File: src/rtl/psc_pkg.sv
package psc_pkg;
  localparam int DATA_W = 16;
  localparam int ADDR_W = 2;

  typedef enum logic [ADDR_W-1:0] {
    ADR_DIV     = 2'd0,
    ADR_CC_SEL  = 2'd1,
    ADR_PWM_SEL = 2'd2,
    ADR_RSVD    = 2'd3
  } psc_addr_e;
endpackage

File: src/rtl/psc_divider.sv
// Free-running binary divider with freeze-time load and per-tap carry flags.
module psc_divider #(
  parameter int STAGES = 9,
  parameter int TAPS   = 7
) (
  input  logic              clk,
  input  logic              rst_n,
  input  logic              run_i,
  input  logic              load_i,
  input  logic [STAGES-1:0] load_val_i,
  output logic [STAGES-1:0] cnt_o,
  output logic [TAPS-1:0]   carry_o
);
  logic [STAGES-1:0] cnt_q;

  always_ff @(posedge clk or negedge rst_n) begin
    if (!rst_n)      cnt_q <= '0;
    else if (load_i) cnt_q <= load_val_i;
    else if (run_i)  cnt_q <= cnt_q + STAGES'(1);
  end

  // A tap completes a period when the increment carries into the stage above it.
  for (genvar k = 0; k < TAPS; k++) begin : g_carry
    assign carry_o[k] = run_i & (&cnt_q[k:0]);
  end

  assign cnt_o = cnt_q;
endmodule

File: src/rtl/psc_ext_sync.sv
// Brings the external clock into the system domain and flags rising edges.
module psc_ext_sync #(
  parameter int SYNC_STAGES = 2
) (
  input  logic clk,
  input  logic rst_n,
  input  logic ext_i,
  output logic rise_o
);
  logic [SYNC_STAGES-1:0] sync_q;
  logic                   prev_q;

  always_ff @(posedge clk or negedge rst_n) begin
    if (!rst_n) begin
      sync_q <= '0;
      prev_q <= 1'b0;
    end else begin
      sync_q <= {sync_q[SYNC_STAGES-2:0], ext_i};
      prev_q <= sync_q[SYNC_STAGES-1];
    end
  end

  assign rise_o = sync_q[SYNC_STAGES-1] & ~prev_q;
endmodule

File: src/rtl/psc_tap_mux.sv
// One channel: picks a divider carry or the external edge, registers the pulse.
module psc_tap_mux #(
  parameter int TAPS  = 7,
  parameter int SEL_W = 3
) (
  input  logic             clk,
  input  logic             rst_n,
  input  logic             enable_i,
  input  logic [SEL_W-1:0] sel_i,
  input  logic [TAPS-1:0]  carry_i,
  input  logic             ext_rise_i,
  output logic             tick_o
);
  localparam int SRC_N = 2 ** SEL_W;

  logic [SRC_N-1:0] src;
  logic             tick_q;

  for (genvar i = 0; i < SRC_N; i++) begin : g_src
    if (i < TAPS) begin : g_tap
      assign src[i] = carry_i[i];
    end else begin : g_ext
      assign src[i] = ext_rise_i;
    end
  end

  always_ff @(posedge clk or negedge rst_n) begin
    if (!rst_n) tick_q <= 1'b0;
    else        tick_q <= enable_i & src[sel_i];
  end

  assign tick_o = tick_q;
endmodule

File: src/rtl/psc_regs.sv
// Select registers with write-once lock, and the registered read port.
module psc_regs
  import psc_pkg::*;
#(
  parameter int SEL_W   = 3,
  parameter int STAGES  = 9,
  parameter int CC_RST  = 1,
  parameter int PWM_RST = 0
) (
  input  logic              clk,
  input  logic              rst_n,
  input  logic              freeze_i,
  input  logic              test_i,
  input  logic              wr_i,
  input  logic              rd_i,
  input  logic [ADDR_W-1:0] addr_i,
  input  logic [SEL_W-1:0]  wsel_i,
  input  logic [STAGES-1:0] div_val_i,
  output logic [SEL_W-1:0]  cc_sel_o,
  output logic [SEL_W-1:0]  pwm_sel_o,
  output logic              cc_locked_o,
  output logic [DATA_W-1:0] rdata_o
);
  psc_addr_e         addr;
  logic [SEL_W-1:0]  cc_sel_q, pwm_sel_q;
  logic              locked_q;
  logic              cc_open;
  logic [DATA_W-1:0] rd_mux, rdata_q;

  assign addr    = psc_addr_e'(addr_i);
  assign cc_open = ~locked_q | freeze_i | test_i;

  always_ff @(posedge clk or negedge rst_n) begin
    if (!rst_n) begin
      cc_sel_q  <= SEL_W'(CC_RST);
      pwm_sel_q <= SEL_W'(PWM_RST);
      locked_q  <= 1'b0;
    end else if (wr_i) begin
      if (addr == ADR_CC_SEL && cc_open) begin
        cc_sel_q <= wsel_i;
        locked_q <= 1'b1;
      end
      if (addr == ADR_PWM_SEL) pwm_sel_q <= wsel_i;
    end
  end

  always_comb begin
    rd_mux = '0;
    unique case (addr)
      ADR_DIV:     rd_mux[STAGES-1:0] = div_val_i;
      ADR_CC_SEL:  rd_mux[SEL_W-1:0]  = cc_sel_q;
      ADR_PWM_SEL: rd_mux[SEL_W-1:0]  = pwm_sel_q;
      default:     rd_mux = '0;
    endcase
  end

  // Whole word captured in one edge so the divider bits are coherent.
  always_ff @(posedge clk or negedge rst_n) begin
    if (!rst_n)    rdata_q <= '0;
    else if (rd_i) rdata_q <= rd_mux;
  end

  assign cc_sel_o    = cc_sel_q;
  assign pwm_sel_o   = pwm_sel_q;
  assign cc_locked_o = locked_q;
  assign rdata_o     = rdata_q;
endmodule

File: src/rtl/tmr_prescaler.sv
module tmr_prescaler
  import psc_pkg::*;
#(
  parameter int DIV_STAGES  = 9,
  parameter int TAP_COUNT   = 7,
  parameter int SYNC_STAGES = 2,
  parameter int CC_RST_SEL  = 1,
  parameter int PWM_RST_SEL = 0
) (
  input  logic              clk,
  input  logic              rst_n,
  input  logic              freeze_i,
  input  logic              test_i,
  input  logic              ext_clk_i,
  input  logic              reg_wr_i,
  input  logic              reg_rd_i,
  input  logic [ADDR_W-1:0] reg_addr_i,
  input  logic [DATA_W-1:0] reg_wdata_i,
  output logic [DATA_W-1:0] reg_rdata_o,
  output logic              cc_tick_o,
  output logic              pwm_tick_o
);
  localparam int SEL_W = $clog2(TAP_COUNT + 1);
  localparam int CH_N  = 2;

  logic                  run;
  logic                  div_load;
  logic [DIV_STAGES-1:0] div_value;
  logic [TAP_COUNT-1:0]  carry;
  logic                  ext_rise;
  logic [SEL_W-1:0]      cc_sel, pwm_sel;
  logic                  cc_locked;
  logic [CH_N-1:0][SEL_W-1:0] ch_sel;
  logic [CH_N-1:0]       ch_tick;
  logic                  unused_wdata_hi;

  assign run             = ~freeze_i;
  assign div_load        = freeze_i & reg_wr_i & (psc_addr_e'(reg_addr_i) == ADR_DIV);
  assign unused_wdata_hi = ^reg_wdata_i[DATA_W-1:DIV_STAGES];

  psc_divider #(.STAGES(DIV_STAGES), .TAPS(TAP_COUNT)) u_div (
    .clk        (clk),
    .rst_n      (rst_n),
    .run_i      (run),
    .load_i     (div_load),
    .load_val_i (reg_wdata_i[DIV_STAGES-1:0]),
    .cnt_o      (div_value),
    .carry_o    (carry)
  );

  psc_ext_sync #(.SYNC_STAGES(SYNC_STAGES)) u_ext (
    .clk    (clk),
    .rst_n  (rst_n),
    .ext_i  (ext_clk_i),
    .rise_o (ext_rise)
  );

  psc_regs #(
    .SEL_W(SEL_W), .STAGES(DIV_STAGES),
    .CC_RST(CC_RST_SEL), .PWM_RST(PWM_RST_SEL)
  ) u_regs (
    .clk         (clk),
    .rst_n       (rst_n),
    .freeze_i    (freeze_i),
    .test_i      (test_i),
    .wr_i        (reg_wr_i),
    .rd_i        (reg_rd_i),
    .addr_i      (reg_addr_i),
    .wsel_i      (reg_wdata_i[SEL_W-1:0]),
    .div_val_i   (div_value),
    .cc_sel_o    (cc_sel),
    .pwm_sel_o   (pwm_sel),
    .cc_locked_o (cc_locked),
    .rdata_o     (reg_rdata_o)
  );

  assign ch_sel[0] = cc_sel;
  assign ch_sel[1] = pwm_sel;

  for (genvar c = 0; c < CH_N; c++) begin : g_ch
    psc_tap_mux #(.TAPS(TAP_COUNT), .SEL_W(SEL_W)) u_mux (
      .clk        (clk),
      .rst_n      (rst_n),
      .enable_i   (run),
      .sel_i      (ch_sel[c]),
      .carry_i    (carry),
      .ext_rise_i (ext_rise),
      .tick_o     (ch_tick[c])
    );
  end

  assign cc_tick_o  = ch_tick[0];
  assign pwm_tick_o = ch_tick[1];
endmodule

File: config.mk
export PLATFORM = sky130hd
export DESIGN_NAME = tmr_prescaler
export DESIGN_NICKNAME = d
export VERILOG_FILES = /design/src/rtl/psc_pkg.sv /design/src/rtl/psc_divider.sv /design/src/rtl/psc_ext_sync.sv /design/src/rtl/psc_tap_mux.sv /design/src/rtl/psc_regs.sv /design/src/rtl/tmr_prescaler.sv
export SDC_FILE = /design/constraint.sdc
export NUM_CORES = 1
export LEC_CHECK = 0
export BUFFER_PORTS_ARGS = -buffer_cell sky130_fd_sc_hd__buf_2
export CORE_MARGIN = 3
export CORE_UTILIZATION = 50
export DETAILED_ROUTE_END_ITERATION = 10
export HOLD_SLACK_MARGIN = 0.08
export MAX_ROUTING_LAYER = met4
export PLACE_DENSITY = 0.76
export SLEW_MARGIN = 20
export SYNTH_ARGS = -nofsm -noshare
export SYNTH_HDL_FRONTEND = slang
export SYNTH_SLANG_ARGS = --single-unit
File: constraint.sdc
create_clock -name clk -period 4.63 [get_ports clk]
set_clock_uncertainty 0.05 [all_clocks]
set_input_delay 0.926 -clock clk [delete_from_list [all_inputs] [get_ports clk]]
set_output_delay 0.926 -clock clk [all_outputs]
set_load 0.005 [all_outputs]
---- Word-level counts from Yosys, hierarchy flattened ----
Cells that the tools add are included.
word-level totals
  flip-flop bits (word level) ............. 30
  bits in latches ......................... 0
  memory bits (writable) .................. 0
  ROM bits ................................ 0
  output and inout bits ................... 18
  memories kept ........................... 0
cells by class
  add/subtract/negate cells ............... 1
  $mul .................................... 0
  div/mod/pow operators ................... 0
  order comparisons ....................... 2
  eq/ne operators ......................... 3
  shifts and indexed selects .............. 0
  muxes and demuxes ....................... 8
  bitwise gates (word level) .............. 17
  reductions and logical operators ........ 10
operators by type and width
  cell                                                                           number
  9-bit two-way mux                                                              2
  1-bit bitwise AND                                                              12
  9-bit by 1-bit adder with 9-bit output (second input constant)                 1
  3-bit one-hot mux with 3 select lines                                          1
  3-bit by 4-bit less-than comparator with 1-bit output (second input constant)  2
  7-bit AND reduction                                                            1
  1-bit binary-select mux with 3-bit select                                      2
  6-bit two-way mux                                                              1
  2-bit AND reduction                                                            3
  6-bit AND reduction                                                            1
  5-bit AND reduction                                                            1
  4-bit AND reduction                                                            1
  1-bit NOT                                                                      3
  3-bit AND reduction                                                            1
  2-bit by 1-bit equality test with 1-bit output (second input constant)         1
  2-bit equality test (second input constant)                                    1
  2-bit logical NOT                                                              1
  1-bit two-way mux                                                              2
  2-bit by 1-bit != test with 1-bit output (second input constant)               1
  1-bit bitwise OR                                                               2
  1-bit logical AND                                                              1

---- Depth between registers and ports, before layout ----
Gate-level depths: netlist of the first run.
  depth in word-level cells ............... 5
  depth in mapped cells ................... 6
  mapped depth without buffers ............ 6

---- Hierarchy ----
Synthesis of the first run repeated with hierarchy kept, for this count alone.
unflattened totals
  cell total of the unflattened synthesis .. 158
  area total of the unflattened synthesis .. 1,646.6 µm²
modules (own cells, without submodules)
  module         times used  cells an instance  area each (µm²)
  psc_regs       1           72                 782.0
  psc_divider    1           64                 566.8
  psc_tap_mux    2           8                  96.3
  psc_ext_sync   1           4                  88.8
  tmr_prescaler  1           2                  16.3

---- Worst setup path after synthesis of the first run ----
No wires, ideal clock.
  path kind ............................... input-to-reg
  start ................................... input port reg_addr_i[0]
  end ..................................... register u_div.cnt_q[8], in the netlist u_div.cnt_o[8]
  arrival ................................. 2,016 ps
  required time ........................... 4,454 ps
  slack ................................... 2,438 ps
  stages .................................. 4
  path buffers ............................ 1
  cell sequence ........................... buf_6 -> nor3b_4 -> mux2_4 -> a221o_1
on the way
  cells in the longest elaborated chain, start to end .. 3
  elaborated cells on any way between the ends .. 4
  classes of those cells .................. eq/ne: 1; mux: 1; bitwise: 1; reduce/logical: 1
RTL lines
  item                                                                                                   RTL line             RTL
  start: declaration                                                                                     tmr_prescaler.sv:17  input logic [ADDR_W-1:0] reg_addr_i,
  2-bit logical NOT (*)                                                                                  tmr_prescaler.sv:38  assign div_load = freeze_i & reg_wr_i & (psc_addr_e'(reg_addr_i) == ADR_DIV);
  1-bit bitwise AND (*)                                                                                  tmr_prescaler.sv:38
  2-bit by 1-bit != test with 1-bit output (no source line) / 9-bit two-way mux (equally long branches)  --
  end signal: assignment                                                                                 psc_divider.sv:18    else if (load_i) cnt_q <= load_val_i;
  end signal: assignment                                                                                 psc_divider.sv:19    else if (run_i) cnt_q <= cnt_q + STAGES'(1);
  end: declaration                                                                                       psc_divider.sv:14    logic [STAGES-1:0] cnt_q;
Mark *: on every way between the ends. The rest lies on a longest branch, timed or not.
A chain may end at the register's enable or synchronous reset.

---- Worst setup path after layout of the first run ----
Same ends and word-level chain as after synthesis.

==> flow_metrics.env, run 1 <==
export IMPL_nFillCells=301
export IMPL_htree_levels=2
export IMPL_worst_slack_ns=2.61
export IMPL_grt_pass1_vias=1323
export IMPL_p_sw_uw=290
export IMPL_cts_buffers=5
export IMPL_dpl_worst_slack_ns=2.24
export IMPL_final_cell_mix="dfrtp_1 (29), buf_2 (28), nor2_1 (11), inv_1 (11), o21ai_0 (9)"
export IMPL_period_minus_slack_ns=2.02
export IMPL_p_seq_share_pct=52.3
export IMPL_grt_max_degree=31
export IMPL_post_drt_wl_per_cell_um=15.0
export IMPL_crit_path_cell_trace="buf_2 -> nor3b_4 -> mux2_4 -> a221o_1"
export IMPL_cts_root_buf="clkbuf_4"
export IMPL_regArea_sq_um=752
export IMPL_yosysSeqAreaShare_pct=44.3
export IMPL_ios=43
export IMPL_synth_seq_cells=30
export IMPL_outcome="completed"
export IMPL_drt_total_wl_um=3470
export IMPL_cp_num_buf_inv=1
export IMPL_hpwl_um=2510
export IMPL_r2r_start="u_div.cnt_o[0]"
export IMPL_layout_drive_gt1_share_pct=25.5
export IMPL_die_y_um=64.3
export IMPL_arrival_ns=2.21
export IMPL_syn_inst=164
export IMPL_switching_share_pct=36.3
export IMPL_drv_slew=0
export IMPL_synth_distinct_cells=45
export IMPL_core_area_sq_mm=0.00315
export IMPL_startpoint_type="input port"
export IMPL_vias=1299
export IMPL_pwr_density_cell_mw_per_mm2=432
export IMPL_clkTransAtPathRegs_ns=0.10
export IMPL_firstDrtPassIters=5
export IMPL_pwr_share_clk_pct=20.3
export IMPL_cts_setup_buffers=0
export IMPL_hold_class="register to register"
export IMPL_criticalPathCategory="input port to register"
export IMPL_ff2ff_path_depth=6
export IMPL_gp_congestion=0.821
export IMPL_syn2layout_area_growth_pct=8.99
export IMPL_ys_warnings_count=0
export IMPL_critPathCapture="u_div.cnt_o[8]"
export IMPL_cts_tree="done"
export IMPL_yosys_area_share_simple_pct=20.0
export IMPL_synth_edff_count=0
export IMPL_clock_path_buffers=2
export IMPL_synth_compound_area_share_pct=14.5
export IMPL_synth_mux_area_share_pct=8.92
export IMPL_synthXorXnorAreaFrac_pct=0
export IMPL_synth_top_family_by_area="simple AND/OR/NAND/NOR gates"
export IMPL_timing_critical_path_from="reg_addr_i[0]"
export IMPL_setup_viol=0
export IMPL_critical_path_top_delay_family="simple AND/OR/NAND/NOR gates"
export IMPL_clock_sinks=30
export IMPL_p_leak_uw=0.000845
export IMPL_maxCapViolations=0
export IMPL_route_detailed_drc=0
export IMPL_async_flop_share_pct=100
export IMPL_cts_hold_buf=0
export IMPL_rrSetupSlack_ns=2.86
export IMPL_grt_first_pass_wirelength_um=5990
export IMPL_setup_tns_ns=0
export IMPL_grt_util_all_layers_pct=19.4
export IMPL_ant_nets=0
export IMPL_vias_per_cell=5.60
export IMPL_reg2reg_to="g_ch[0].u_mux.tick_o"
export IMPL_io_buffers=28
export IMPL_fin_crit_sh_pct=43.7
export IMPL_post_cts_resized=0
export IMPL_avgSynthCellArea_sq_um=10.4
export IMPL_p_int_uw=510
export IMPL_grt_ovfl_total=0
export IMPL_dieArea_sq_mm=0.00413
export IMPL_layout_commonest_cell="dfrtp_1"
export IMPL_initial_utilization_pct=53.8
export IMPL_drt_initial_drc_count=47
export IMPL_p_total_uw=800
export IMPL_finalNetCount=215
export IMPL_synth_adder_area_share_pct=2.21
export IMPL_required_ns=4.81
export IMPL_multiInputGateArea_sq_um=802
export IMPL_row_count=20
export IMPL_synthFlopType="dfrtp_1"
export IMPL_cp_end_kind="register"
export IMPL_ir_drop_v=0.000227
export IMPL_antenna_cells=0
export IMPL_path_max_fanout=9
export IMPL_fmax_mhz=494
export IMPL_clk_latency_ns=0.34
export IMPL_antenna_found_initial=0
export IMPL_cp_depth=4
export IMPL_rsz0062_at_grt="no"
export IMPL_die_w_um=64.3
export IMPL_synth_area_sq_mm=0.00170
export IMPL_slew_headroom_pct=54.8
export IMPL_max_stage_delay_ns=0.43
export IMPL_comb_power_share_pct=27.3
export IMPL_whs_ns=0.306
export IMPL_slowest_stage="nor3b_4"
export IMPL_tightest_slew_ns=0.678
export IMPL_finalHoldViolCount=0
## flip-flops by register name, summed over array words and instances (netlist names)
| register | flops |
|---|---|
| g_ch.u_mux.tick_o | 2 |
| u_div.cnt_o | 9 |
| u_ext.prev_q | 1 |
| u_ext.sync_q | 2 |
| u_regs.cc_locked_o | 1 |
| u_regs.cc_sel_o | 3 |
| u_regs.pwm_sel_o | 3 |
| u_regs.rdata_o | 9 |
## cell families (layout without fill, tap and decap cells)
kind of cell	after synthesis	after routing
simple gates	51	51
compound gates	36	36
flops	30	30
buf+inv	29	47
mux	14	14
fa+ha+maj	3	3
other cells	1	7
## layout make-up
| cell class | count | share of cell area, % |
|---|---|---|
| inverters | 11 | 2.23 |
| clock buffers | 7 | 2.97 |
| well taps | 44 | 2.97 |
| repair buffers | 28 | 7.57 |
| multi-input cells | 111 | 43.3 |
| flip-flops and latches | 30 | 40.6 |
| clock inverters | 1 | 0.270 |
## power groups by stage
stage | Clock, uW | Sequential, uW | Combinational, uW
after global placement | 0 | 419 | 210
after detailed placement | 0 | 424 | 220
final | 163 | 419 | 219
after global routing | 176 | 432 | 255
after CTS | 166 | 419 | 221
after floorplan | 0 | 375 | 200
## routing by layer
layer  vias up  share of wire [%]  track usage (%)
li1        627                  -                -
met1       625                 43             22.9
met2        39                 49             31.1
met3         8                5.2             4.75
met4         0                2.1             9.23
met5         -                  0                -
## worst min path at each step
stage	cells past startpoint	to	from
3_3_place_gp	0	u_ext.sync_q[1]	u_ext.sync_q[0]
4_1_cts	0	u_ext.sync_q[1]	u_ext.sync_q[0]
3_5_place_dp	0	u_ext.sync_q[1]	u_ext.sync_q[0]
2_1_floorplan	0	u_ext.sync_q[1]	u_ext.sync_q[0]
5_1_grt	0	u_ext.sync_q[1]	u_ext.sync_q[0]
6_report	0	u_ext.sync_q[1]	u_ext.sync_q[0]
## synthesized netlist by cell type (4+ instances only)
cell	count	share of area [%]
a21oi_1	8	2.4
buf_2	4	1.2
o21ai_0	9	2.7
nor2b_1	6	2.2
mux2_2	5	3.3
mux2i_1	8	4.7
nand3_1	7	2.1
nor2_1	11	2.4
dfrtp_1	29	43
inv_1	11	2.4
buf_4	8	3.5
## metrics by stage
step | util (%) | instances | cell area (sq um)
final | 58.7 | 232 | 1850
after global routing | 58.7 | 232 | 1850
after CTS | 58.7 | 232 | 1850
after detailed placement | 56.8 | 224 | 1790
after global placement | 56.8 | 224 | 1790
after floorplan | - | 170 | 1720
Note: power is estimated with default switching activity, not from simulation.
==> inputs of run 2 (changes only) <==
==> constraint.sdc (replaced) <==
create_clock -name clk -period 1.9 [get_ports clk]
set_clock_uncertainty 0.05 [all_clocks]
set_input_delay 0.38 -clock clk [delete_from_list [all_inputs] [get_ports clk]]
set_output_delay 0.38 -clock clk [all_outputs]
set_load 0.005 [all_outputs]
==> run 2 against run 1 <==
Effect of this change:
- register-to-register slack worse by 2.6 ns
- combinational power up 150%
- sequential share of layout area down 0.54 points
- critical endpoint is now g_ch[1].u_mux.tick_o
- setup slack worse by 2.4 ns
- critical path type is now register to register
- worst hold slack worse by 0.20 ns
- die area unchanged
- sequential power up 150%
- clock power up 140%
- highest routed layer unchanged
- via count up 2.2%
==> flow_metrics.env, run 2 (synthesis gave the netlist of run 1 again) <==
export IMPL_outcome="completed"
export IMPL_cts_root_buf="clkbuf_4"
export IMPL_grt_max_degree=31
export IMPL_firstDrtPassIters=4
export IMPL_grt_first_pass_wirelength_um=6400
export IMPL_layout_commonest_cell="dfrtp_1"
export IMPL_dr_wl_met2_um=1890
export IMPL_required_ns=2.08
export IMPL_rsz0062_at_grt="no"
export IMPL_fin_crit_sh_pct=88.5
export IMPL_vias_per_cell=5.65
export IMPL_post_drt_wl_per_cell_um=15.6
export IMPL_grt_util_all_layers_pct=21.0
export IMPL_route_detailed_drc=0
export IMPL_grt_ovfl_total=0
export IMPL_htree_levels=2
export IMPL_met3_wirelength_um=188
export IMPL_drt_total_wl_um=3680
export IMPL_r2r_start="u_div.cnt_o[0]"
export IMPL_row_count=20
export IMPL_place_area_sq_mm=0.00181
export IMPL_setup_tns_ns=0
export IMPL_drt_initial_drc_count=55
export IMPL_die_w_um=64.3
export IMPL_layout_drive_gt1_share_pct=26.2
export IMPL_p_leak_uw=0.000860
export IMPL_syn2layout_area_growth_pct=10.5
export IMPL_clkTransAtPathRegs_ns=0.09
export IMPL_drv_slew=0
export IMPL_tightest_slew_ns=0.676
export IMPL_grt_pass1_vias=1422
export IMPL_antenna_cells=0
export IMPL_clock_sinks=30
export IMPL_io_buffers=28
export IMPL_finalHoldViolCount=0
export IMPL_worstHoldStart="ext_clk_i"
export IMPL_clock_path_buffers=2
export IMPL_highest_layer="met4"
export IMPL_period_minus_slack_ns=1.68
export IMPL_pwr_density_cell_mw_per_mm2=1050
export IMPL_finalNetCount=218
export IMPL_post_cts_resized=0
export IMPL_hpwl_um=2680
export IMPL_timing_critical_path_from="u_div.cnt_o[0]"
export IMPL_clk_latency_ns=0.33
export IMPL_ios=43
export IMPL_die_y_um=64.3
export IMPL_final_area_sq_mm=0.00188
export IMPL_slew_headroom_pct=54.9
export IMPL_initial_utilization_pct=53.8
export IMPL_gp_congestion=0.802
export IMPL_cts_tree="done"
export IMPL_hold_class="input port to register"
export IMPL_whs_ns=0.105
export IMPL_arrival_ns=1.86
export IMPL_ir_drop_v=0.000665
export IMPL_maxCapViolations=0
export IMPL_cts_buffers=5
export IMPL_path_max_fanout=7
export IMPL_dieArea_sq_mm=0.00413
export IMPL_m1WireLength_um=1540
export IMPL_fmax_mhz=595
export IMPL_ant_nets=0
export IMPL_cp_end_kind="register"
export IMPL_vias=1328
export IMPL_startpoint_type="register"
export IMPL_setup_viol=0
export IMPL_criticalPathCategory="register to register"
export IMPL_antenna_found_initial=0
export IMPL_core_area_sq_mm=0.00315
export IMPL_final_cell_mix="dfrtp_1 (29), buf_2 (28), nor2_1 (11), inv_1 (11), o21ai_0 (9)"
-- run 2: repair_timing --
item	in CTS	in global routing
setup endpoints to repair	0	0
hold buffers	1	0
buffers inserted	0	0
endpoints found under the hold margin	29	0
-- run 2: report_power, final --
group	internal (uW)	switching [uW]	leakage (uW)	total (uW)
combinational	282	264	0.000466	546
sequential	789	239	0.000359	1030
clock	179	220	0.0000353	399
total	1250	723	0.000860	1970
-- run 2: final timing paths --
check                                  endpoint  cells after the start  slack (ns)
max in group asynchronous       u_ext.sync_q[0]                      2        0.80
min in group asynchronous     u_regs.rdata_o[7]                      2        0.55
max                        g_ch[1].u_mux.tick_o                      6        0.22
max reg2reg                g_ch[1].u_mux.tick_o                      6        0.22
min reg2reg                     u_ext.sync_q[1]                      0        0.32
min                             u_ext.sync_q[0]                      1        0.11
-- run 2: area by class of cell --
| cell class | instances | area, sq um |
|---|---|---|
| fill | 301 | 1280 |
| clock buffer | 7 | 55.1 |
| tap | 44 | 55.1 |
| sequential | 30 | 752 |
| timing repair buffer | 31 | 165 |
| multi-input combinational | 111 | 802 |
| inverter | 11 | 41.3 |
| clock inverter | 1 | 5.00 |
-- run 2: layer usage --
layer | global-route usage (%) | vias to the layer above
met3 | 6.68 | 8
met4 | 8.97 | 0
met2 | 35.4 | 43
li1 | - | 635
met1 | 22.8 | 642
met5 | - | -
-- run 2: critical path: stages, from the launching register on --
cell and delay (ns):
dfrtp_1 0.46, ha_1 0.27, and3_1 0.19, ha_1 0.17
nand2b_1 0.10, o221ai_1 0.11, and4_1 0.22
-- run 2: through the flow --
stage | setup slack, ns | utilization (%) | instances | total power, uW
floorplan | 0.254 | - | 170 | 1400
global placement | 0.256 | 57.3 | 226 | 1540
detailed placement | 0.228 | 57.3 | 226 | 1580
CTS | 0.204 | 59.5 | 235 | 1990
global route | 0.101 | 59.5 | 235 | 2140
finish | 0.219 | 59.5 | 235 | 1970
